`src/rtl/step_pkg.sv`:
```
package step_pkg;
   typedef enum logic [2:0] {
      ST_IDLE = 3'd0,
      ST_UP   = 3'd1,
      ST_HOLD = 3'd2,
      ST_DOWN = 3'd3,
      ST_TAIL = 3'd4
   } ramp_st_e;
endpackage

```
`src/rtl/step_move_calc.sv`:
```
module step_move_calc #(
   parameter int CW          = 32,
   parameter int FW          = 17,
   parameter int RW          = 16,
   parameter int F_MAX       = 100000,
   parameter bit LEGACY_RAMP = 1'b0,
   parameter int LEGACY_MAX  = 2000
) (
   input  logic          abs_mode,
   input  logic [CW-1:0] cnt,
   input  logic [CW-1:0] pos,
   input  logic [CW-1:0] fstart_raw,
   input  logic [CW-1:0] ftgt_raw,
   input  logic [RW-1:0] acc_raw,
   input  logic [RW-1:0] dec_raw,
   output logic [CW-1:0] len,
   output logic          neg,
   output logic [FW-1:0] tgt_eff,
   output logic [FW-1:0] floor_eff,
   output logic [RW-1:0] acc_eff,
   output logic [RW-1:0] dec_eff
);
   logic signed [CW:0] diff;
   logic [CW-1:0]      mag;
   logic [FW-1:0]      start_c;
   logic [RW-1:0]      rate_cap;

   assign diff = $signed({cnt[CW-1], cnt}) - $signed({pos[CW-1], pos});
   assign mag  = diff[CW] ? CW'(-diff) : CW'(diff);
   assign len  = abs_mode ? mag : cnt;
   assign neg  = abs_mode & diff[CW];

   always_comb begin
      if (ftgt_raw == '0)                 tgt_eff = FW'(1);
      else if (ftgt_raw > CW'(F_MAX))     tgt_eff = FW'(F_MAX);
      else                                tgt_eff = FW'(ftgt_raw);
      if (fstart_raw > CW'(tgt_eff))      start_c = tgt_eff;
      else                                start_c = FW'(fstart_raw);
      floor_eff = (start_c == '0) ? FW'(1) : start_c;
   end

   generate
      if (LEGACY_RAMP) begin : g_legacy
         assign rate_cap = RW'(LEGACY_MAX);
      end else begin : g_full
         assign rate_cap = '1;
      end
   endgenerate

   assign acc_eff = (acc_raw == '0) ? RW'(1) : ((acc_raw > rate_cap) ? rate_cap : acc_raw);
   assign dec_eff = (dec_raw == '0) ? RW'(1) : ((dec_raw > rate_cap) ? rate_cap : dec_raw);
endmodule

```
`src/rtl/step_phase_gen.sv`:
```
module step_phase_gen #(
   parameter int FW        = 17,
   parameter int PHASE_MOD = 1000000
) (
   input  logic          clk,
   input  logic          rst_n,
   input  logic          load,
   input  logic          run,
   input  logic          tail,
   input  logic [FW-1:0] freq,
   output logic          wrap,
   output logic          tail_done,
   output logic          pulse
);
   localparam int PW   = $clog2(PHASE_MOD) + 1;
   localparam int HALF = PHASE_MOD / 2;

   logic [PW-1:0] ph_q;
   logic [PW-1:0] sum;

   assign sum       = ph_q + PW'(freq);
   assign wrap      = run && (sum >= PW'(PHASE_MOD));
   assign tail_done = tail && (sum >= PW'(HALF));
   assign pulse     = (run || tail) && (ph_q < PW'(HALF));

   always_ff @(posedge clk or negedge rst_n) begin
      if (!rst_n)     ph_q <= PW'(HALF);
      else if (load)  ph_q <= PW'(HALF);
      else if (wrap)  ph_q <= sum - PW'(PHASE_MOD);
      else if (run || tail) ph_q <= sum;
   end

   AST_PHASE_RANGE: assert property (@(posedge clk) disable iff (!rst_n)
      run |=> (ph_q < PW'(PHASE_MOD))) else $error("phase out of range");
endmodule

```
`src/rtl/step_ramp_ctrl.sv`:
```
module step_ramp_ctrl
   import step_pkg::*;
#(
   parameter int CW          = 32,
   parameter int FW          = 17,
   parameter int RW          = 16,
   parameter int CTRL_CYCLES = 4000
) (
   input  logic          clk,
   input  logic          rst_n,
   input  logic          go,
   input  logic [CW-1:0] len_i,
   input  logic [FW-1:0] tgt_i,
   input  logic [FW-1:0] floor_i,
   input  logic [RW-1:0] acc_i,
   input  logic [RW-1:0] dec_i,
   input  logic          wrap_i,
   input  logic          tail_done_i,
   output ramp_st_e      state_o,
   output logic [FW-1:0] freq_o
);
   localparam int TW = $clog2(CTRL_CYCLES + 1);
   localparam int SW = ((FW > RW) ? FW : RW) + 1;

   ramp_st_e      state_q;
   logic [CW-1:0] rem_q, up_q;
   logic [FW-1:0] f_q, tgt_q, floor_q;
   logic [RW-1:0] ar_q, dr_q;
   logic [TW-1:0] tc_q;
   logic          tick, down_now, last;
   logic [SW-1:0] up_sum, dn_lim;

   assign tick     = (tc_q == TW'(CTRL_CYCLES - 1));
   assign down_now = (rem_q <= up_q);
   assign last     = wrap_i && (rem_q == CW'(1));
   assign up_sum   = SW'(f_q) + SW'(ar_q);
   assign dn_lim   = SW'(floor_q) + SW'(dr_q);

   always_ff @(posedge clk or negedge rst_n) begin
      if (!rst_n) begin
         state_q <= ST_IDLE;
         rem_q   <= '0;
         up_q    <= '0;
         f_q     <= '0;
         tgt_q   <= '0;
         floor_q <= '0;
         ar_q    <= '0;
         dr_q    <= '0;
         tc_q    <= '0;
      end else begin
         case (state_q)
            ST_IDLE: begin
               if (go) begin
                  state_q <= ST_UP;
                  f_q     <= floor_i;
                  rem_q   <= len_i;
                  up_q    <= '0;
                  tc_q    <= '0;
                  tgt_q   <= tgt_i;
                  floor_q <= floor_i;
                  ar_q    <= acc_i;
                  dr_q    <= dec_i;
               end
            end
            ST_UP, ST_HOLD, ST_DOWN: begin
               tc_q <= tick ? '0 : tc_q + TW'(1);
               if (wrap_i) begin
                  rem_q <= rem_q - CW'(1);
                  if (state_q == ST_UP) up_q <= up_q + CW'(1);
               end
               if (last) begin
                  state_q <= ST_TAIL;
               end else if (state_q != ST_DOWN && down_now) begin
                  state_q <= ST_DOWN;
               end else if (state_q == ST_UP && tick) begin
                  if (up_sum >= SW'(tgt_q)) begin
                     f_q     <= tgt_q;
                     state_q <= ST_HOLD;
                  end else begin
                     f_q <= FW'(up_sum);
                  end
               end else if (state_q == ST_DOWN && tick) begin
                  f_q <= (SW'(f_q) >= dn_lim) ? FW'(SW'(f_q) - SW'(dr_q)) : floor_q;
               end
            end
            ST_TAIL: begin
               if (tail_done_i) state_q <= ST_IDLE;
            end
            default: state_q <= ST_IDLE;
         endcase
      end
   end

   assign state_o = state_q;
   assign freq_o  = f_q;

   AST_FREQ_CEIL: assert property (@(posedge clk) disable iff (!rst_n)
      (state_q != ST_IDLE) |-> (f_q <= tgt_q)) else $error("above target");
   AST_FREQ_FLOOR: assert property (@(posedge clk) disable iff (!rst_n)
      (state_q != ST_IDLE) |-> (f_q >= floor_q)) else $error("below floor");
   AST_UP_MONO: assert property (@(posedge clk) disable iff (!rst_n)
      (state_q == ST_UP) |=> (f_q >= $past(f_q))) else $error("fell while ramping up");
   AST_DOWN_MONO: assert property (@(posedge clk) disable iff (!rst_n)
      (state_q == ST_DOWN) |=> (f_q <= $past(f_q))) else $error("rose while ramping down");
   AST_NO_REACCEL: assert property (@(posedge clk) disable iff (!rst_n)
      (state_q == ST_DOWN) |=> (state_q == ST_DOWN || state_q == ST_TAIL)) else $error("left deceleration");
   AST_TAIL_EMPTY: assert property (@(posedge clk) disable iff (!rst_n)
      (state_q == ST_TAIL) |-> (rem_q == '0)) else $error("tail with pulses left");
endmodule

```
`src/rtl/step_pulse_gen.sv`:
```
module step_pulse_gen
   import step_pkg::*;
#(
   parameter int WORD_W      = 16,
   parameter int RW          = 16,
   parameter int F_MAX       = 100000,
   parameter int PHASE_MOD   = 1000000,
   parameter int CTRL_CYCLES = 4000,
   parameter bit LEGACY_RAMP = 1'b0,
   parameter int LEGACY_MAX  = 2000
) (
   input  logic              clk,
   input  logic              rst_n,
   input  logic              start_i,
   input  logic              abs_mode_i,
   input  logic [WORD_W-1:0] cnt_lo_i,
   input  logic [WORD_W-1:0] cnt_hi_i,
   input  logic [WORD_W-1:0] fstart_lo_i,
   input  logic [WORD_W-1:0] fstart_hi_i,
   input  logic [WORD_W-1:0] ftgt_lo_i,
   input  logic [WORD_W-1:0] ftgt_hi_i,
   input  logic [RW-1:0]     acc_rate_i,
   input  logic [RW-1:0]     dec_rate_i,
   input  logic [2*WORD_W-1:0] pos_i,
   output logic              pulse_o,
   output logic              busy_o,
   output logic [2*WORD_W-1:0] pos_o
);
   localparam int CW = 2 * WORD_W;
   localparam int FW = $clog2(F_MAX + 1);

   initial begin
      assert (PHASE_MOD >= 2 * F_MAX) else $error("PHASE_MOD must be at least twice F_MAX");
      assert (CTRL_CYCLES >= 1)       else $error("CTRL_CYCLES must be positive");
      assert (F_MAX >= 1)             else $error("F_MAX must be positive");
      assert (LEGACY_MAX >= 1 && LEGACY_MAX < (1 << RW)) else $error("LEGACY_MAX out of range");
   end

   logic [CW-1:0] len;
   logic          neg, neg_q;
   logic [FW-1:0] tgt_eff, floor_eff, freq;
   logic [RW-1:0] acc_eff, dec_eff;
   logic          idle, go, wrap, tail_done, run, tail;
   ramp_st_e      state;
   logic [CW-1:0] pos_q;

   step_move_calc #(
      .CW(CW), .FW(FW), .RW(RW), .F_MAX(F_MAX),
      .LEGACY_RAMP(LEGACY_RAMP), .LEGACY_MAX(LEGACY_MAX)
   ) u_calc (
      .abs_mode   (abs_mode_i),
      .cnt        ({cnt_hi_i, cnt_lo_i}),
      .pos        (pos_i),
      .fstart_raw ({fstart_hi_i, fstart_lo_i}),
      .ftgt_raw   ({ftgt_hi_i, ftgt_lo_i}),
      .acc_raw    (acc_rate_i),
      .dec_raw    (dec_rate_i),
      .len        (len),
      .neg        (neg),
      .tgt_eff    (tgt_eff),
      .floor_eff  (floor_eff),
      .acc_eff    (acc_eff),
      .dec_eff    (dec_eff)
   );

   assign idle = (state == ST_IDLE);
   assign go   = start_i && idle && (len != '0);
   assign run  = (state == ST_UP) || (state == ST_HOLD) || (state == ST_DOWN);
   assign tail = (state == ST_TAIL);

   step_ramp_ctrl #(
      .CW(CW), .FW(FW), .RW(RW), .CTRL_CYCLES(CTRL_CYCLES)
   ) u_ramp (
      .clk         (clk),
      .rst_n       (rst_n),
      .go          (go),
      .len_i       (len),
      .tgt_i       (tgt_eff),
      .floor_i     (floor_eff),
      .acc_i       (acc_eff),
      .dec_i       (dec_eff),
      .wrap_i      (wrap),
      .tail_done_i (tail_done),
      .state_o     (state),
      .freq_o      (freq)
   );

   step_phase_gen #(
      .FW(FW), .PHASE_MOD(PHASE_MOD)
   ) u_phase (
      .clk       (clk),
      .rst_n     (rst_n),
      .load      (go),
      .run       (run),
      .tail      (tail),
      .freq      (freq),
      .wrap      (wrap),
      .tail_done (tail_done),
      .pulse     (pulse_o)
   );

   always_ff @(posedge clk or negedge rst_n) begin
      if (!rst_n) begin
         pos_q <= '0;
         neg_q <= 1'b0;
      end else if (start_i && idle) begin
         pos_q <= pos_i;
         neg_q <= neg;
      end else if (wrap) begin
         pos_q <= neg_q ? pos_q - CW'(1) : pos_q + CW'(1);
      end
   end

   assign pos_o  = pos_q;
   assign busy_o = !idle;

   AST_POS_STEP: assert property (@(posedge clk) disable iff (!rst_n)
      busy_o |=> (pos_o == $past(pos_o) || pos_o == $past(pos_o) + CW'(1) ||
                  pos_o == $past(pos_o) - CW'(1))) else $error("position jumped");
   AST_PULSE_QUIET: assert property (@(posedge clk) disable iff (!rst_n)
      !busy_o |-> !pulse_o) else $error("pulse while idle");
endmodule

```
`config.mk`:
```
export PLATFORM = sky130hd
export DESIGN_NAME = step_pulse_gen
export DESIGN_NICKNAME = d
export VERILOG_FILES = /design/src/rtl/step_pkg.sv /design/src/rtl/step_move_calc.sv /design/src/rtl/step_phase_gen.sv /design/src/rtl/step_ramp_ctrl.sv /design/src/rtl/step_pulse_gen.sv
export SDC_FILE = /design/constraint.sdc
export NUM_CORES = 1
export LEC_CHECK = 0
export ABC_AREA = 1
export BUFFER_PORTS_ARGS = -buffer_cell sky130_fd_sc_hd__buf_2
export CORE_MARGIN = 2
export CORE_UTILIZATION = 40
export CTS_CLUSTER_DIAMETER = 200
export CTS_CLUSTER_SIZE = 25
export DETAILED_ROUTE_END_ITERATION = 12
export SLEW_MARGIN = 20
export SYNTH_ARGS = -nofsm -noshare
export SYNTH_HDL_FRONTEND = slang
export SYNTH_SLANG_ARGS = --single-unit
```
`constraint.sdc`:
```
create_clock -name clk -period 11.4 [get_ports clk]
set_input_delay 2.28 -clock clk [delete_from_list [all_inputs] [get_ports clk]]
set_output_delay 2.28 -clock clk [all_outputs]
set_load 0.02 [all_outputs]
```
### Word level (Yosys, flattened, before mapping)

Cells that the tools add are included.

| word-level totals | value |
|---|---|
| register bits | 216 |
| word-level logic and storage cells | 121 |
| output and inout bits | 34 |
| input port bits | 164 |

| cells by class | value |
|---|---|
| reductions and logical operators | 29 |
| eq/ne operators | 16 |
| order comparisons | 10 |
| multiplexer cells | 41 |
| bitwise gates (word level) | 1 |
| add/sub/neg operators | 12 |

Operators by type and width:

| kind | count |
|---|---|
| $mux W32 | 10 |
| $mux W17 | 11 |
| $pmux W32 S2 | 2 |
| $add A32 B1 Y32 const B | 2 |
| $mux W16 | 4 |
| $sub A32 B1 Y32 const B | 2 |
| $mux W21 | 3 |
| $add A17 B16 Y18 | 2 |
| $pmux W17 S2 | 1 |
| $sub A32 B32 Y33 | 1 |
| $eq A32 B1 Y1 const B | 1 |
| $gt A16 B16 Y1 const B | 2 |
| $gt A32 B17 Y1 | 1 |
| $gt A32 B17 Y1 const B | 1 |
| $le A32 B32 Y1 | 1 |
| $logic_not A16 Y1 | 2 |
| $logic_not A32 Y1 | 1 |
| $neg A32 Y32 | 1 |
| $reduce_bool A32 Y1 | 1 |
| $mux W12 | 2 |
| $pmux W12 S2 | 1 |
| $add A21 B17 Y21 | 1 |
| $ge A21 B19 Y1 const B | 1 |
| $ge A21 B20 Y1 const B | 1 |
| other kinds (30) | 54 |

### Logic depth before layout (Yosys ltp)

Gate-level depths: netlist of run 1.

| depth | value |
|---|---|
| word-level depth | 9 |
| mapped depth | 32 |
| depth with buffers taken out | 30 |

### Modules after synthesis

From an unflattened synthesis of run 1, not the netlist that was laid out.

| second synthesis, totals | value |
|---|---|
| cells, all modules | 4290 |
| area, all modules | 25535.7 um^2 |

By module, submodules not included:

| module | sequential area each (um^2) | area an instance (um^2) | cells an instance | times used |
|---|---|---|---|---|
| step_ramp_ctrl | 4053.9 | 12878.6 | 1854 | 1 |
| step_move_calc | 0.0 | 5754.3 | 1238 | 1 |
| step_pulse_gen | 825.8 | 4058.9 | 718 | 1 |
| step_phase_gen | 534.3 | 2844.0 | 480 | 1 |

### Worst setup path before layout of run 1

No wires, ideal clock.

| path | value |
|---|---|
| path type | input port to flip-flop |
| start point | in ftgt_lo_i[2] |
| end point | reg u_ramp.f_q[0] (netlist: u_ramp.freq_o[0]) |
| arrival time | 5348 ps |
| setup time | 65 ps |
| stages | 29 |
| buffers on the path | 2 |
| setup slack | 5988 ps |
| required time | 11335 ps |
| path through | inv_1 -> nand4_1 -> o21ai_0 -> nand2_1 -> a21oi_1 -> o21ai_0 -> nand3_1 -> nand2_1 -> buf_1 -> nor2_1 -> inv_1 -> ha_1 -> nand2_1 -> o21ai_0 -> a21oi_1 -> o31ai_1 -> nand2_1 -> nand2_1 -> nand2_1 -> inv_1 -> clkbuf_1 -> o21ai_0 -> inv_1 -> nand3_1 -> nor3_1 -> nand2_1 -> nand3_1 -> nand4_1 -> nand2_1 |

| between the ends | value |
|---|---|
| cells in the longest elaborated chain, start to end | 9 |
| elaborated cells between the ends (all ways) | 10 |
| those cells by class | 2 x order compare; 6 x mux; 2 x reduce/logical |

RTL lines:

| what | line | text |
|---|---|---|
| start: declaration | step_pulse_gen.sv:20 | `input logic [WORD_W-1:0] ftgt_lo_i,` |
| $gt A32 B17 Y1 | step_move_calc.sv:35 | `else if (ftgt_raw > CW'(F_MAX)) tgt_eff = FW'(F_MAX);` |
| $mux W17 | step_move_calc.sv:35 |  |
| $mux W17 (*) | step_move_calc.sv:34 | `if (ftgt_raw == '0) tgt_eff = FW'(1);` |
| $gt A32 B17 Y1 | step_move_calc.sv:37 | `if (fstart_raw > CW'(tgt_eff)) start_c = tgt_eff;` |
| $mux W17 (*) | step_move_calc.sv:37 |  |
| $logic_not A17 Y1 | step_move_calc.sv:39 | `floor_eff = (start_c == '0) ? FW'(1) : start_c;` |
| $mux W17 (*) | step_move_calc.sv:39 |  |
| $mux W17 (*) | step_ramp_ctrl.sv:53 | `if (go) begin` |
| $pmux W17 S2 (*) | step_ramp_ctrl.sv:51 | `case (state_q)` |
| end signal: assignment | step_ramp_ctrl.sv:55 | `f_q <= floor_i;` |
| end signal: assignment | step_ramp_ctrl.sv:77 | `f_q <= tgt_q;` |
| end signal: assignment | step_ramp_ctrl.sv:80 | `f_q <= FW'(up_sum);` |
| end: declaration | step_ramp_ctrl.sv:27 | `logic [FW-1:0] f_q, tgt_q, floor_q;` |

Mark *: on every way between the ends. The rest lies on a longest branch, timed or not. The select of a mux whose other input is x is not followed.
A chain may end at the register's enable or synchronous reset.

### Final worst setup path of run 1

| path | value |
|---|---|
| start point | in cnt_lo_i[0] |
| end point | reg u_ramp.up_q[24] |

| between the ends | value |
|---|---|
| cells in the longest elaborated chain, start to end | 8 |

RTL lines:

| what | line | text |
|---|---|---|
| start: declaration | step_pulse_gen.sv:16 | `input logic [WORD_W-1:0] cnt_lo_i,` |
| $sub A32 B32 Y33 | step_move_calc.sv:28 | `assign diff = $signed({cnt[CW-1], cnt}) - $signed({pos[CW-1], pos});` |
| $neg A32 Y32 | step_move_calc.sv:29 | `assign mag = diff[CW] ? CW'(-diff) : CW'(diff);` |
| $mux W32 | step_move_calc.sv:29 |  |
| $mux W32 (*) | step_move_calc.sv:30 | `assign len = abs_mode ? mag : cnt;` |
| $reduce_bool A32 Y1 (*) | step_pulse_gen.sv:67 | `assign go = start_i && idle && (len != '0);` |
| $logic_and A1 B1 Y1 (*) | step_pulse_gen.sv:67 |  |
| $ne A2 B1 Y1 (no line) (*) | n/a |  |
| $reduce_and A4 Y1 (no line) (*) | n/a |  |
| end signal: assignment | step_ramp_ctrl.sv:69 | `if (state_q == ST_UP) up_q <= up_q + CW'(1);` |
| end: declaration | step_ramp_ctrl.sv:26 | `logic [CW-1:0] rem_q, up_q;` |

Mark *: on every way between the ends. The rest lies on a longest branch, timed or not.

==> results.py, run 1 <==
metrics = {
    "die": {
        "dieArea_um2": 58100,
        "io-pin-count": 198,
        "start_util_pct": 40.7,
        "die_y_um": 241,
        "fp.dieW_um": 241,
        "rows": 86,
        "core-area_um2": 55300,
    },
    "finish": {
        "regArea_um2": 5410,
        "nets": 4077,
        "fin_area_um2": 24500,
        "syn_to_final_growth_pct": 8.77,
        "nFillCells": 6069,
        "drive_above_1_share_pct": 7.94,
        "multi_input_area_um2": 14700,
        "n_antenna_cell": 0,
    },
    "synthesis": {
        "synth.top_cell.area_share_pct": 23.3,
        "syn_area_per_cell_um2": 6.34,
        "synth_top_area_cell": "dfrtp_1",
        "ys_seq_area_share_pct": 24.1,
        "synth_common_cells": "nand2_1, inv_1, nor2_1, a21oi_1, ha_1",
        "ys_types": 56,
        "async_reset_ff_share_pct": 100,
        "netlist_instances": 3544,
        "ys_ff_latch": 216,
        "syn_nets": 3931,
        "synth_area_leaders": "dfrtp_1, nand2_1, ha_1",
        "synth-edff-count": 0,
        "ys_warn_count": 0,
        "syn_area_um2": 22500,
        "synthFlopType": "dfrtp_1",
        "synth_most_common_cell": "nand2_1",
    },
    "worst_setup_path": {
        "cp_max_fo": 86,
        "critPathMaxStageDelay_ns": 0.71,
        "path_buf_inv": 4,
        "crit_family": "simple AND/OR/NAND/NOR gates",
        "cp-end-kind": "register",
        "critPathLaunchType": "primary input",
        "crit_arrival_ns": 7.13,
        "cp_slowest_cell": "buf_4",
        "cp_data_required_time_ns": 11.84,
        "worstSetupPathType": "primary input to register",
        "cpMostUsedCell": "nand2_1",
    },
    "routing": {
        "remaining_drc_errors": 0,
        "drt-vias-per-instance": 5.19,
        "postRouteAntennaNets": 0,
        "wire_per_inst_um": 16.7,
        "dr.pass1.iters": 6,
        "routed_wl_mm": 74.0,
        "num_vias": 23026,
        "drtIter0Drc": 1645,
    },
    "power": {
        "max-vdd-ir-drop_mv": 0.161,
        "cellLeakagePower_nw": 12.6,
        "power_density_nw_per_um2": 272,
    },
    "clock_network": {
        "clk_pin_slew_worst_paths_ns": 0.11,
        "cts_tree": "yes",
        "root_buffer": "clkbuf_16",
        "cts_hold_buf": 0,
        "cts-resized-gates": 0,
        "clockBufferDepth": 3,
        "cts_inserted_buffers": 12,
        "h-tree-depth": 1,
        "post_cts_buffers": 0,
        "clock-sinks": 216,
        "clock_latency_ns": 0.51,
    },
    "grt": {
        "antenna_found_initial": 2,
        "grt_max_degree": 94,
        "grt_pass1_vias": 21262,
        "grt_overflow": 0,
        "track_usage_pct": 25.2,
        "grt_pass1_wl_mm": 116,
    },
    "placed_design": {
        "gp_congestion": 0.935,
        "post_dp_cell_area_um2": 24100,
        "portBuffers": 197,
        "hpwlAfterDp_mm": 59.4,
    },
    "timing": {
        "fmax_mhz": 150,
        "maxSlewViolCount": 0,
        "setup_viol": 0,
        "timing.setup.tns_ns": 0,
        "slew_headroom_pct": 32.6,
        "skew_ns": 0.0172,
        "period_minus_slack_ns": 6.68,
        "worstMarginPinSlew_ns": 1.00,
        "min_period_over_period_pct": 58.6,
        "grt_setup_unrepaired": "false",
        "hold_viol_final": 0,
    },
    "run": {
        "max-cap-violations": 0,
    },
    "worst_hold_path": {
        "hp-class": "register to register",
    },
    "outcome": {
        "outcome": "finished clean",
    },
}
==> worst paths after layout <==
| path | startpoint | cells after the start | to | slack [ns] |
|---|---|---|---|---|
| setup / recovery | cnt_lo_i[0] | 28 | u_ramp.up_q[24] | 4.72 |
| hold / removal | u_phase.ph_q[0] | 2 | u_phase.ph_q[0] | 0.50 |
| setup reg to reg | u_ramp.floor_q[2] | 21 | u_ramp.freq_o[5] | 5.91 |
| hold reg to reg | u_phase.ph_q[0] | 2 | u_phase.ph_q[0] | 0.50 |
| max in group asynchronous | rst_n | 2 | u_phase.ph_q[4] | 8.15 |
| min in group asynchronous | rst_n | 1 | u_ramp.up_q[4] | 1.78 |
==> sequential cells by signal (all words and copies together) (netlist names) <==
name	count
u_phase.ph_q	21
u_ramp.state_o	3
u_ramp.dr_q	16
u_ramp.floor_q	17
u_ramp.freq_o	17
u_ramp.tc_q	12
u_ramp.ar_q	16
pos_o	32
u_ramp.tgt_q	17
u_ramp.up_q	32
u_ramp.rem_q	32
neg_q	1
==> logic make-up (layout without fill, tap and decap cells) <==
group / count (synthesis) / in the layout / synth area share (%)
AO/OA/AOI/OAI: 649 / 649 / 16.2
buffers and inverters: 591 / 739 / 10.4
XOR/XNOR: 112 / 112 / 4.36
AND/OR/NAND/NOR: 1753 / 1753 / 32.3
flip-flops: 216 / 216 / 24.1
adder cells (fa/ha/maj): 223 / 223 / 12.6
==> report_power, final <==
part	switching (W)	total (W)	internal [W]
logic	0.00307	0.00474	0.00167
registers	0.000336	0.00141	0.00107
clock network	0.000287	0.000497	0.000210
total	0.00370	0.00665	0.00295
==> worst min-delay path: stages (launching register included) <==
cell and delay [ns]:
dfrtp_1 0.37, nand2_1 0.06, nand2_1 0.05
==> metal layers <==
layer  wire length (um)  track usage, %  up-vias
met3               4290            2.72       91
li1                   -               -    11868
met5                 11               0        -
met1              34400            34.7    10451
met2              33200            41.8      614
met4               2210            7.18        2
==> cells in the final DEF (no fill, tap or decap), drive strengths merged, types with 3 or more instances in the layout <==
cell and n:
xnor2 39, nor2 312, a31oi 13, a221oi 4, clkinv 6, nor4 30, nand2 1074, o31ai 7
o21ai 273, nand4 45, a31o 8, a21o 7, o21a 10, clkbuf 14, nand3 207, xor2 73
and2 3, ha 217, dfrtp 209, o221ai 26, o22ai 9, o211ai 17, o21bai 15, nor3 44
a21oi 236, a22oi 3, buf 209, nor3b 9, dfstp 7, inv 510, a211oi 6, nand3b 4
a21boi 5, fa 6, or2 22
==> per-stage QoR <==
step / hold slack [ns] / worst slack, ns / total power [W] / instances / util (%)
5_1_grt: 0.531 / 4.05 / 0.00738 / 4440 / 44.2
2_1_floorplan: 0.446 / 5.99 / 0.00492 / 3544 / -
3_3_place_gp: 0.461 / 4.30 / 0.00609 / 4424 / 43.6
4_1_cts: 0.500 / 4.69 / 0.00664 / 4440 / 44.2
6_report: 0.497 / 4.72 / 0.00665 / 4440 / 44.2
3_5_place_dp: 0.473 / 4.16 / 0.00611 / 4424 / 43.6
==> cell type report <==
class                   instances  area share (%)
inverters                     514            7.89
multi-input cells            2737            60.3
flip-flops and latches        216            22.1
clock inverters                 2          0.0563
well taps                     748            3.83
repair buffers                209            4.44
clock buffers                  14            1.35
Note: power is estimated with default switching activity, not from simulation.
==> run 2: changes to the inputs <==
clock period = 6.8 ns   (was 11.4 ns; I/O delays follow)
==> run 2 against run 1 <==
Compared with the run above: total power rose by 68%; register-to-register slack got worse by 4.4 ns; combinational power increased by 68%; clock power is 66% higher; largest power group unchanged; sequential share of layout area down 0.055 points; worst hold slack got worse by 0.0062 ns; cell area grew 0.25%; flip-flop and latch count stayed put.
==> results.py, run 2 (synthesized netlist as in run 1, its figures left out) <==
metrics = {
    "outcome": {
        "outcome": "finished clean",
    },
    "worst_setup_path": {
        "cp_slowest_cell": "buf_4",
        "cpMostUsedCell": "nand2_1",
        "cp-end-kind": "register",
        "cp_data_required_time_ns": 7.23,
        "critPathMaxStageDelay_ns": 0.54,
        "cp_max_fo": 66,
        "worstSetupPathType": "primary input to register",
        "critPathLaunchType": "primary input",
        "crit_arrival_ns": 5.74,
    },
    "placed_design": {
        "post_dp_cell_area_um2": 24200,
        "pre_cts_ws_ns": 0.951,
        "hpwlAfterDp_mm": 59.3,
        "gp_congestion": 0.945,
        "portBuffers": 197,
        "placed_cells": 4432,
    },
    "grt": {
        "grt_overflow": 0,
        "grt_max_degree": 115,
        "track_usage_pct": 25.3,
        "antenna_found_initial": 2,
        "grt_pass1_vias": 21458,
        "grt_pass1_wl_mm": 116,
    },
    "timing": {
        "worstMarginPinSlew_ns": 1.27,
        "timing.setup.tns_ns": 0,
        "hold_viol_final": 0,
        "timing.final.ws_setup_ns": 1.48,
        "period_minus_slack_ns": 5.32,
        "grt_setup_unrepaired": "false",
        "setup_viol": 0,
        "fmax_mhz": 188,
        "min_period_over_period_pct": 78.2,
        "skew_ns": 0.0209,
        "slew_headroom_pct": 14.5,
        "maxSlewViolCount": 0,
    },
    "clock_network": {
        "clockBufferDepth": 3,
        "cts-resized-gates": 0,
        "h-tree-depth": 1,
        "cts_inserted_buffers": 12,
        "post_cts_buffers": 0,
        "cts_tree": "yes",
        "clk_pin_slew_worst_paths_ns": 0.11,
        "cts_hold_buf": 0,
        "clock_latency_ns": 0.52,
        "clock-sinks": 216,
        "root_buffer": "clkbuf_16",
    },
    "die": {
        "dieArea_um2": 58100,
        "io-pin-count": 198,
        "core-area_um2": 55300,
        "start_util_pct": 40.7,
        "fp.dieW_um": 241,
        "die_y_um": 241,
        "rows": 86,
    },
    "routing": {
        "routed_wl_mm": 74.1,
        "num_vias": 23069,
        "postRouteAntennaNets": 0,
        "drt-vias-per-instance": 5.19,
        "wire_per_inst_um": 16.7,
        "drtIter0Drc": 1597,
        "dr.pass1.iters": 5,
        "remaining_drc_errors": 0,
    },
    "power": {
        "max-vdd-ir-drop_mv": 0.268,
        "power_density_nw_per_um2": 455,
        "cellLeakagePower_nw": 12.7,
    },
    "finish": {
        "fin_area_um2": 24500,
        "drive_above_1_share_pct": 8.11,
        "final_common_cell": "nand2_1",
        "syn_to_final_growth_pct": 9.04,
        "final_cell_mix": "nand2_1, inv_1, nor2_1",
        "finalNonFillerCells": 4447,
        "n_antenna_cell": 0,
        "nets": 4085,
    },
    "run": {
        "max-cap-violations": 0,
    },
    "worst_hold_path": {
        "hp-class": "register to register",
    },
}
-- run 2: through the flow --
step           power (W)  hold slack (ns)  util (%)
6_report          0.0112            0.490      44.3
5_1_grt           0.0124            0.530      44.3
4_1_cts           0.0112            0.497      44.3
3_5_place_dp      0.0103            0.468      43.7
3_3_place_gp      0.0102            0.461      43.7
2_1_floorplan    0.00825            0.446         -
-- run 2: area by class of cell --
type                            instances  area [um^2]
Fill cell                            6095        30800
Multi-Input combinational cell       2737        14700
Sequential cell                       216         5410
Inverter                              514         1930
Timing Repair Buffer                  217         1160
Tap cell                              748          936
Clock buffer                           13          325
Clock inverter                          2         13.8
-- run 2: power by group --
group	leakage (nW)	total [W]	switching, W	internal [W]
combinational	9.76	0.00797	0.00515	0.00282
clock	0.168	0.000826	0.000477	0.000349
sequential	2.73	0.00237	0.000570	0.00180
total	12.7	0.0112	0.00619	0.00497
-- run 2: worst max-delay path: cells and delay by family --
kind / cells / cell delay [ns]
adders and majority gates: 2 / 0.63
and+or+nand+nor: 21 / 2.48
buffers and inverters: 5 / 1.03
AOI/OAI and AO/OA: 1 / 0.22
-- run 2: routing by layer --
layer	GRT usage [%]	share of wire [%]
met3	3.59	5.8
met1	34.5	46
met4	8.77	3.9
met2	40.9	44
met5	0	0.036
-- run 2: path summary, 6_finish.rpt --
path	to	cells after the start	slack [ns]	start
min in group asynchronous	u_ramp.up_q[5]	1	0.85	rst_n
max in group asynchronous	pos_o[8]	2	4.79	rst_n
worst min-delay path	u_phase.ph_q[0]	2	0.49	u_phase.ph_q[0]
worst max register to register	u_ramp.freq_o[5]	25	1.55	u_ramp.floor_q[0]
worst min register to register	u_phase.ph_q[0]	2	0.49	u_phase.ph_q[0]
worst max-delay path	u_ramp.tc_q[11]	29	1.48	cnt_lo_i[0]
